`src/rtl/bstrb_pkg.sv`:
```
package bstrb_pkg;
  // Status byte bit positions; software decodes these.
  localparam int ST_OBF  = 7;
  localparam int ST_EN1  = 6;
  localparam int ST_IBF  = 5;
  localparam int ST_EN2  = 4;
  localparam int ST_INTR = 3;
  localparam int ST_W    = 8;

  typedef struct packed {
    logic en_out;
    logic en_in;
  } inte_t;
endpackage

```
`src/rtl/bstrb_rst_sync.sv`:
```
module bstrb_rst_sync #(
  parameter int STAGES = 2
) (
  input  logic clk,
  input  logic rst_n,
  output logic rst_sync_n
);
  logic [STAGES-1:0] chain_q;
  logic [STAGES-1:0] chain_d;

  always_comb begin
    chain_d = {chain_q[STAGES-2:0], 1'b1};
  end

  always_ff @(posedge clk or negedge rst_n) begin
    if (!rst_n) chain_q <= '0;
    else        chain_q <= chain_d;
  end

  assign rst_sync_n = chain_q[STAGES-1];
endmodule

```
`src/rtl/bstrb_out_path.sv`:
```
module bstrb_out_path #(
  parameter int W = 8
) (
  input  logic         clk,
  input  logic         rst_n,
  input  logic         clr,
  input  logic         wr,
  input  logic [W-1:0] wdata,
  input  logic         ack_n,
  output logic [W-1:0] out_q,
  output logic         full_q
);
  logic [W-1:0] out_d;
  logic         full_d;
  logic         out_en;

  always_comb begin
    out_en = clr | wr;
    out_d  = clr ? '0 : wdata;
    full_d = full_q;
    if (clr)         full_d = 1'b0;
    else if (wr)     full_d = 1'b1;   // write beats a same-cycle acknowledge
    else if (!ack_n) full_d = 1'b0;
  end

  always_ff @(posedge clk or negedge rst_n) begin
    if (!rst_n) begin
      out_q  <= '0;
      full_q <= 1'b0;
    end else begin
      if (out_en) out_q <= out_d;
      full_q <= full_d;
    end
  end
endmodule

```
`src/rtl/bstrb_in_path.sv`:
```
module bstrb_in_path #(
  parameter int W = 8
) (
  input  logic         clk,
  input  logic         rst_n,
  input  logic         clr,
  input  logic         stb_n,
  input  logic [W-1:0] pin,
  input  logic         rd,
  output logic [W-1:0] in_q,
  output logic         full_q
);
  logic rd_q;
  logic rd_end;
  logic cap_en;
  logic full_d;

  always_comb begin
    rd_end = rd_q & ~rd;
    cap_en = ~clr & ~stb_n;
    full_d = full_q;
    if (clr)         full_d = 1'b0;
    else if (!stb_n) full_d = 1'b1;   // strobe beats a same-cycle read end
    else if (rd_end) full_d = 1'b0;
  end

  always_ff @(posedge clk or negedge rst_n) begin
    if (!rst_n) begin
      in_q   <= '0;
      full_q <= 1'b0;
      rd_q   <= 1'b0;
    end else begin
      if (cap_en) in_q <= pin;
      full_q <= full_d;
      rd_q   <= rd;
    end
  end
endmodule

```
`src/rtl/bstrb_ctrl.sv`:
```
module bstrb_ctrl
  import bstrb_pkg::*;
(
  input  logic            clk,
  input  logic            rst_n,
  input  logic            clr,
  input  logic            inte1_we,
  input  logic            inte2_we,
  input  logic            inte_val,
  input  logic            out_full,
  input  logic            in_full,
  output logic            irq,
  output logic [ST_W-1:0] status
);
  inte_t en_q;
  inte_t en_d;

  always_comb begin
    en_d = en_q;
    if (clr) begin
      en_d = '0;
    end else begin
      if (inte1_we) en_d.en_out = inte_val;
      if (inte2_we) en_d.en_in  = inte_val;
    end
  end

  always_ff @(posedge clk or negedge rst_n) begin
    if (!rst_n) en_q <= '0;
    else        en_q <= en_d;
  end

  always_comb begin
    irq = (en_q.en_out & ~out_full) | (en_q.en_in & in_full);
    status          = '0;
    status[ST_OBF]  = ~out_full;
    status[ST_EN1]  = en_q.en_out;
    status[ST_IBF]  = in_full;
    status[ST_EN2]  = en_q.en_in;
    status[ST_INTR] = irq;
  end
endmodule

```
`src/rtl/bstrb_port.sv`:
```
module bstrb_port
  import bstrb_pkg::*;
#(
  parameter int DATA_W     = 8,
  parameter int RST_STAGES = 2
) (
  input  logic              clk,
  input  logic              rst_n,
  input  logic              cfg_load,
  input  logic              inte1_we,
  input  logic              inte2_we,
  input  logic              inte_val,
  input  logic              cpu_wr_a,
  input  logic [DATA_W-1:0] cpu_wdata,
  input  logic              cpu_rd_a,
  input  logic              cpu_rd_st,
  output logic [DATA_W-1:0] cpu_rdata,
  input  logic [DATA_W-1:0] pa_in,
  output logic [DATA_W-1:0] pa_out,
  output logic              pa_oe,
  input  logic              stb_n,
  output logic              ibf,
  input  logic              ack_n,
  output logic              obf_n,
  output logic              intr
);
  logic              rst_core_n;
  logic              out_full;
  logic              in_full;
  logic [DATA_W-1:0] in_data;
  logic [ST_W-1:0]   status;

  bstrb_rst_sync #(.STAGES(RST_STAGES)) u_rst (
    .clk        (clk),
    .rst_n      (rst_n),
    .rst_sync_n (rst_core_n)
  );

  bstrb_out_path #(.W(DATA_W)) u_out (
    .clk    (clk),
    .rst_n  (rst_core_n),
    .clr    (cfg_load),
    .wr     (cpu_wr_a),
    .wdata  (cpu_wdata),
    .ack_n  (ack_n),
    .out_q  (pa_out),
    .full_q (out_full)
  );

  bstrb_in_path #(.W(DATA_W)) u_in (
    .clk    (clk),
    .rst_n  (rst_core_n),
    .clr    (cfg_load),
    .stb_n  (stb_n),
    .pin    (pa_in),
    .rd     (cpu_rd_a),
    .in_q   (in_data),
    .full_q (in_full)
  );

  bstrb_ctrl u_ctrl (
    .clk      (clk),
    .rst_n    (rst_core_n),
    .clr      (cfg_load),
    .inte1_we (inte1_we),
    .inte2_we (inte2_we),
    .inte_val (inte_val),
    .out_full (out_full),
    .in_full  (in_full),
    .irq      (intr),
    .status   (status)
  );

  always_comb begin
    cpu_rdata = '0;
    if (cpu_rd_st)     cpu_rdata[ST_W-1:0] = status;
    else if (cpu_rd_a) cpu_rdata = in_data;
  end

  assign pa_oe = ~ack_n;
  assign obf_n = ~out_full;
  assign ibf   = in_full;
endmodule

```
`config.mk`:
```
export PLATFORM = sky130hd
export DESIGN_NAME = bstrb_port
export DESIGN_NICKNAME = d
export VERILOG_FILES = /design/src/rtl/bstrb_pkg.sv /design/src/rtl/bstrb_rst_sync.sv /design/src/rtl/bstrb_out_path.sv /design/src/rtl/bstrb_in_path.sv /design/src/rtl/bstrb_ctrl.sv /design/src/rtl/bstrb_port.sv
export SDC_FILE = /design/constraint.sdc
export NUM_CORES = 1
export LEC_CHECK = 0
export ABC_AREA = 1
export BUFFER_PORTS_ARGS = -buffer_cell sky130_fd_sc_hd__buf_2
export CORE_AREA = 2 2 52 54
export CTS_CLUSTER_DIAMETER = 120
export DETAILED_ROUTE_END_ITERATION = 12
export DIE_AREA = 0 0 54 56
export HOLD_SLACK_MARGIN = 0.03
export PLACE_DENSITY = 0.73
export SETUP_SLACK_MARGIN = 0.3
export SKIP_LAST_GASP = 1
export SLEW_MARGIN = 15
export SYNTH_ARGS = -nofsm -noshare
export SYNTH_HDL_FRONTEND = slang
export SYNTH_SLANG_ARGS = --single-unit
```
`constraint.sdc`:
```
create_clock -name clk -period 1.15 [get_ports clk]
set_clock_uncertainty 0.15 [all_clocks]
set_input_delay 0.1725 -clock clk [delete_from_list [all_inputs] [get_ports clk]]
set_output_delay 0.1725 -clock clk [all_outputs]
set_load 0.02 [all_outputs]
```
==> results of run 1 <==
[cell type report]
type                    count  area [um^2]
clock buffers               4         26.3
fillers                   185          696
inverters                  15         58.8
multi-input cells          73          482
flip-flops and latches     23          577
well taps                  30         37.5
repair buffers             68          556
[metal layers]
| metal | vias to the layer above | routed length, um | part of all wire (%) | track usage, % |
|---|---|---|---|---|
| met5 | - | 0 | 0 | 0 |
| met4 | 0 | 4 | 0.15 | 5.36 |
| met3 | 2 | 144 | 5.4 | 4.30 |
| met2 | 32 | 1470 | 55 | 31.9 |
| met1 | 480 | 1060 | 40 | 22.3 |
| li1 | 489 | - | - | - |
[power by group through the flow]
stage / sequential (mW) / combinational, mW / clock (mW)
floorplan: 0.951 / 0.226 / 0
global placement: 0.925 / 0.383 / 0
detailed placement: 0.928 / 0.392 / 0
CTS: 0.920 / 0.488 / 0.375
global route: 0.929 / 0.615 / 0.408
finish: 0.922 / 0.565 / 0.363
[registers in the layout, summed over array words and instances, names as in the netlist]
| register | flops |
|---|---|
| u_out.out_q | 8 |
| u_in.rd_q | 1 |
| u_in.full_q | 1 |
| u_ctrl.status | 2 |
| u_in.in_q | 8 |
| u_rst.chain_q | 2 |
| u_out.full_q | 1 |
[through the flow]
| stage | cells | setup slack, ns | hold slack, ns | total power [mW] | utilization, % |
|---|---|---|---|---|---|
| finish | 213 | -0.345 | -0.0860 | 1.85 | 71.4 |
| detailed placement | 191 | -0.0116 | -0.191 | 1.32 | 56.8 |
| global route | 213 | -0.416 | -0.0965 | 1.95 | 71.4 |
| CTS | 204 | -0.320 | -0.0985 | 1.78 | 65.7 |
| floorplan | 114 | -0.0345 | -0.273 | 1.18 | - |
| global placement | 191 | 0.0412 | -0.191 | 1.31 | 56.8 |
[cell families (layout without fill, tap and decap cells)]
group	count (synthesis)	count (layout)	synth area share (%)
AOI/OAI and AO/OA	13	13	8.99
buffers and inverters	18	87	8.99
DFF	23	23	55.9
other	1	1	0.364
and+or+nand+nor	59	59	25.8
[cells in the mapped netlist (all sizes together)]
master  number
buf          3
conb         1
dfrtp       23
inv         15
nand2       39
nand3       11
nor2         9
o21ai       12
o22ai        1
[worst register-to-register path: stages, from the launching register on]
cell and delay, ns:
dfrtp_1 0.44, buf_4 0.15, buf_4 0.12, o21ai_2 0.09, nor2_1 0.05
[path summary, 6_finish.rpt]
path	end	cells after the start	slack (ns)
worst max-delay path	cpu_rdata[3]	5	-0.34
worst min-delay path	u_in.in_q[7]$_DFFE_PN0P_	3	-0.09
worst max register to register	u_ctrl.status[6]$_DFFE_PN0P_	4	0.05
worst min register to register	u_in.in_q[1]$_DFFE_PN0P_	0	-0.02
max in group asynchronous	u_out.out_q[0]$_DFFE_PN0P_	1	0.45
min in group asynchronous	u_in.in_q[1]$_DFFE_PN0P_	0	-0.02
[repair_timing]
item / 4_1_cts / 5_1_grt
endpoints found under the hold margin: 29 / 28
pin swaps: 7 / 9
resized for setup: 43 / 18
setup endpoints to repair: 21 / 27
cloned: 0 / 0
setup buffers: 7 / 9
==> impl_metrics.csv, run 1 <==
group,metric,value,unit
routing,wirelength,2680,um
timing,fmax,0.669,GHz
setup_path,worst-path-max-fanout,4,
global_routing,grt_antenna_before_repair,0,
timing,holdWs,-0.0860,ns
cts,tritoncts,"done",
yosys,avgSynthCellArea,9.03,um^2
routing,via_count,1003,
routing,vias_per_cell,4.71,
yosys,synth_area_leader_cell,"dfrtp_1",
timing,setup_tns,-2.55,ns
place,placedInstanceArea,1380,um^2
run,drv_cap,0,
outcome,violations,"negative hold slack, negative setup slack",
setup_path,rr_startpoint,"u_ctrl.status[6]$_DFFE_PN0P_",
floorplan,ioPinCount,47,
final_layout,design_area,1740,um^2
pwr,power.density,1060,nW/um^2
final_layout,drive_gt1_share,61.2,%
routing,drtPass1Iterations,4,
setup_path,critPathCaptureType,"output port",
place,dpl.hpwl,1770,um
setup_path,cp_slowest_stage_delay,0.46,ns
yosys,syn_inst,114,
setup_path,path_delay_family,"flip-flops",
setup_path,cp-startpoint,"u_in.full_q$_DFFE_PN0P_",
final_layout,final_common_cell,"buf_2",
cts,ctsHoldBuffers,2,
routing,drc,0,
global_routing,track_usage,18.5,%
place,portBuffers,46,
pwr,p_sw,0.558,mW
floorplan,dieArea,3020,um^2
setup_path,required,0.83,ns
pwr,seqPwrFrac,49.8,%
timing,fin_crit_sh,130,%
setup_path,critPathKind,"register to output port",
hold_path,hp-start,"pa_in[7]",
pwr,p_comb_share,30.5,%
cts,clock_latency,0.30,ns
setup_path,cp-start-kind,"register",
yosys,synth_area,1030,um^2
routing,routedWlPerCell,12.6,um
final_layout,syn_to_final_growth,68.7,%
global_routing,grt_start_max_net_pins,16,
timing,layout_min_cycle_time,1.49,ns
final_layout,antenna_cells,0,
timing,hold_violations,26,
final_layout,final_cell_mix,"buf_2, buf_6, nand2_1, dfrtp_1, nand2_2",
routing,ant_nets,0,
floorplan,core,2430,um^2
cts,cts_max_path_buffers,2,
cts,cts.sinks,23,
cts,clk_pin_slew,0.12,ns
global_routing,grt-ovfl-total,0,
yosys,synth-seq-cells,23,
timing,rsz0062_at_grt,"true",
pwr,power.share.clock,19.6,%
floorplan,initial_core_util,42.3,%
yosys,synth_nets,141,
setup_path,path_cells,"nand2_2 -> nand2_2 -> nand2_2 -> nand2_2 -> buf_6",
timing,drv_slew,0,
place,place.gp.congestion,0.750,
timing,setup_viol,19,
yosys,yosysTopAreaCellShare,55.9,%
global_routing,first_global_vias,951,
pwr,irDropWorstVdd,947,uV
outcome,outcome,"finished with violations",
cts,htreeDepth,1,
setup_path,cp_common_cell,"nand2_2",
setup_path,slowest_stage,"dfrtp_2",
cts,numCtsBuffers,3,
cts,root_buffer,"clkbuf_4",
setup_path,worstPathArrival,1.17,ns
global_routing,grt_first_pass_wirelength,4110,um
yosys,yosysUniqueCellTypes,16,
routing,drt-initial-drc-count,11,
hold_path,hold_class,"primary input to register",
setup_path,crit_buf_inv,1,
yosys,synthTopCellsByArea,"dfrtp_1, nand2_1, o21ai_2",
pwr,p_leak,0.918,nW
floorplan,dieWidth,54,um
yosys,seq_area_frac_synth,55.9,%
pwr,power.internal,1.29,mW
final_layout,fin_nets,211,
timing,fin_ws,-0.345,ns
floorplan,num_rows,18,
floorplan,die_y,56,um
yosys,ys_warn_count,0,
pwr,swShare,30.2,%
Power figures use the tool's default switching activity.
==> inputs of run 2 (changes only) <==
--- a/config.mk
+++ b/config.mk
@@ -7,10 +7,10 @@
 export LEC_CHECK = 0
 export ABC_AREA = 1
 export BUFFER_PORTS_ARGS = -buffer_cell sky130_fd_sc_hd__buf_2
-export CORE_AREA = 2 2 52 54
+export CORE_AREA = 5 5 55 57
 export CTS_CLUSTER_DIAMETER = 120
 export DETAILED_ROUTE_END_ITERATION = 12
-export DIE_AREA = 0 0 54 56
+export DIE_AREA = 0 0 60 62
 export HOLD_SLACK_MARGIN = 0.03
 export PLACE_DENSITY = 0.73
 export SETUP_SLACK_MARGIN = 0.3
==> impl_metrics.csv, run 2 (same netlist as run 1, synthesis figures left out) <==
group,metric,value,unit
outcome,outcome,"finished with violations",
outcome,violations,"negative hold slack, negative setup slack",
floorplan,die_y,62,um
run,drv_cap,0,
final_layout,fin_nets,204,
timing,setup_tns,-2.30,ns
place,dp.cells,191,
final_layout,drive_gt1_share,56.8,%
routing,vias_per_cell,4.65,
place,dpl.hpwl,1910,um
global_routing,grt_antenna_before_repair,0,
timing,rsz0062_at_grt,"true",
setup_path,cp-startpoint,"u_out.full_q$_DFFE_PN0P_",
setup_path,cp-start-kind,"register",
routing,wirelength,2540,um
routing,routedWlPerCell,12.3,um
cts,clk_pin_slew,0.12,ns
cts,numCtsBuffers,3,
place,placedInstanceArea,1380,um^2
floorplan,num_rows,18,
setup_path,slowest_stage,"dfrtp_1",
final_layout,syn_to_final_growth,58.7,%
timing,drv_slew,0,
floorplan,core,2430,um^2
cts,tritoncts,"done",
routing,drc,0,
timing,layout_min_cycle_time,1.46,ns
cts,root_buffer,"clkbuf_4",
routing,ant_nets,0,
place,place.gp.congestion,0.838,
hold_path,hold_class,"primary input to register",
floorplan,dieArea,3720,um^2
routing,via_count,958,
global_routing,grt-ovfl-total,0,
hold_path,hp-start,"pa_in[5]",
cts,clock_latency,0.30,ns
setup_path,cp_slowest_stage_delay,0.42,ns
setup_path,critPathCaptureType,"output port",
floorplan,ioPinCount,47,
setup_path,crit_buf_inv,2,
global_routing,track_usage,14.9,%
routing,drt-initial-drc-count,18,
timing,fin_crit_sh,127,%
setup_path,path_delay_family,"flip-flops",
timing,hold_violations,25,
cts,cts.sinks,23,
final_layout,final_common_cell,"buf_2",
final_layout,final_cell_mix,"buf_2, nand2_1, dfrtp_1, buf_6",
cts,cts_max_path_buffers,2,
final_layout,utilization,67.2,%
timing,fin_ws,-0.314,ns
global_routing,grt_start_max_net_pins,16,
timing,setup_viol,19,
final_layout,largestRegisters,"u_in.in_q x8, u_out.out_q x8",
routing,drtPass1Iterations,4,
final_layout,fill_cells,206,
floorplan,dieWidth,60,um
global_routing,first_global_vias,1034,
cts,htreeDepth,1,
timing,holdWs,-0.0769,ns
final_layout,antenna_cells,0,
setup_path,critPathKind,"register to output port",
pwr,p_leak,0.863,nW
setup_path,path_cells,"inv_2 -> nand2_2 -> nand2_2 -> nand2_2 -> nand2_2 -> buf_6",
place,portBuffers,46,
global_routing,grt_first_pass_wirelength,4130,um
setup_path,rr_startpoint,"u_in.full_q$_DFFE_PN0P_",
setup_path,required,0.83,ns
cts,ctsHoldBuffers,2,
final_layout,design_area,1630,um^2
setup_path,worst-path-max-fanout,3,
timing,fmax,0.683,GHz
setup_path,cp_common_cell,"nand2_2",
pwr,power.density,1090,nW/um^2
floorplan,initial_core_util,42.3,%
final_layout,layoutNonFillerInstCount,206,
pwr,irDropWorstVdd,906,uV
setup_path,worstPathArrival,1.14,ns
-- run 2: cell count changes in the layout (fill, tap and decap cells not counted), sizes merged --
cell    before  now
clkbuf       4    3
buf         66   59
clkinv       0    1
-- run 2: worst min-delay path: stages --
cell and delay [ns]:
buf_2 0.08, nand2_2 0.05, o21ai_2 0.04
-- run 2: repair_timing --
action                                  CTS  global route
resized for setup                        29            17
buffers inserted                          4             5
endpoints found under the setup margin   21            25
pin swaps                                 0             7
hold endpoints to repair                 29            28
cloned                                    0             0
-- run 2: cell type report --
cell class	instances	area, um^2	share of cell area [%]
timing repair buffer	61	484	29.6
tap	30	37.5	2.30
sequential	23	577	35.3
inverter	15	58.8	3.60
clock inverter	1	5.00	0.306
multi-input combinational	73	449	27.5
clock buffer	3	22.5	1.38
-- run 2: per-stage QoR --
step           worst slack, ns  power, mW
5_1_grt                 -0.421       1.90
2_1_floorplan          -0.0345       1.18
3_3_place_gp            0.0180       1.31
4_1_cts                 -0.327       1.76
3_5_place_dp           -0.0124       1.32
6_report                -0.314       1.79
-- run 2: final timing paths --
path	to	slack [ns]	depth (start not counted)
max	cpu_rdata[3]	-0.31	6
min	u_in.in_q[5]$_DFFE_PN0P_	-0.08	3
max reg2reg	u_in.full_q$_DFFE_PN0P_	0.13	4
min reg2reg	u_in.in_q[4]$_DFFE_PN0P_	-0.02	0
max in group asynchronous	u_in.full_q$_DFFE_PN0P_	0.44	1
min in group asynchronous	u_in.in_q[4]$_DFFE_PN0P_	-0.02	0
-- run 2: where the power goes --
part | internal, mW | switching, mW
Combinational | 0.247 | 0.265
Sequential | 0.876 | 0.0447
Clock | 0.130 | 0.225
-- run 2: metal layers --
layer | wire length [um] | part of all wire, % | global-route usage (%)
met5 | 0 | 0 | 0
met3 | 206 | 8.1 | 3.31
met1 | 1040 | 41 | 17.2
met2 | 1270 | 50 | 25.9
met4 | 26 | 1.0 | 7.91
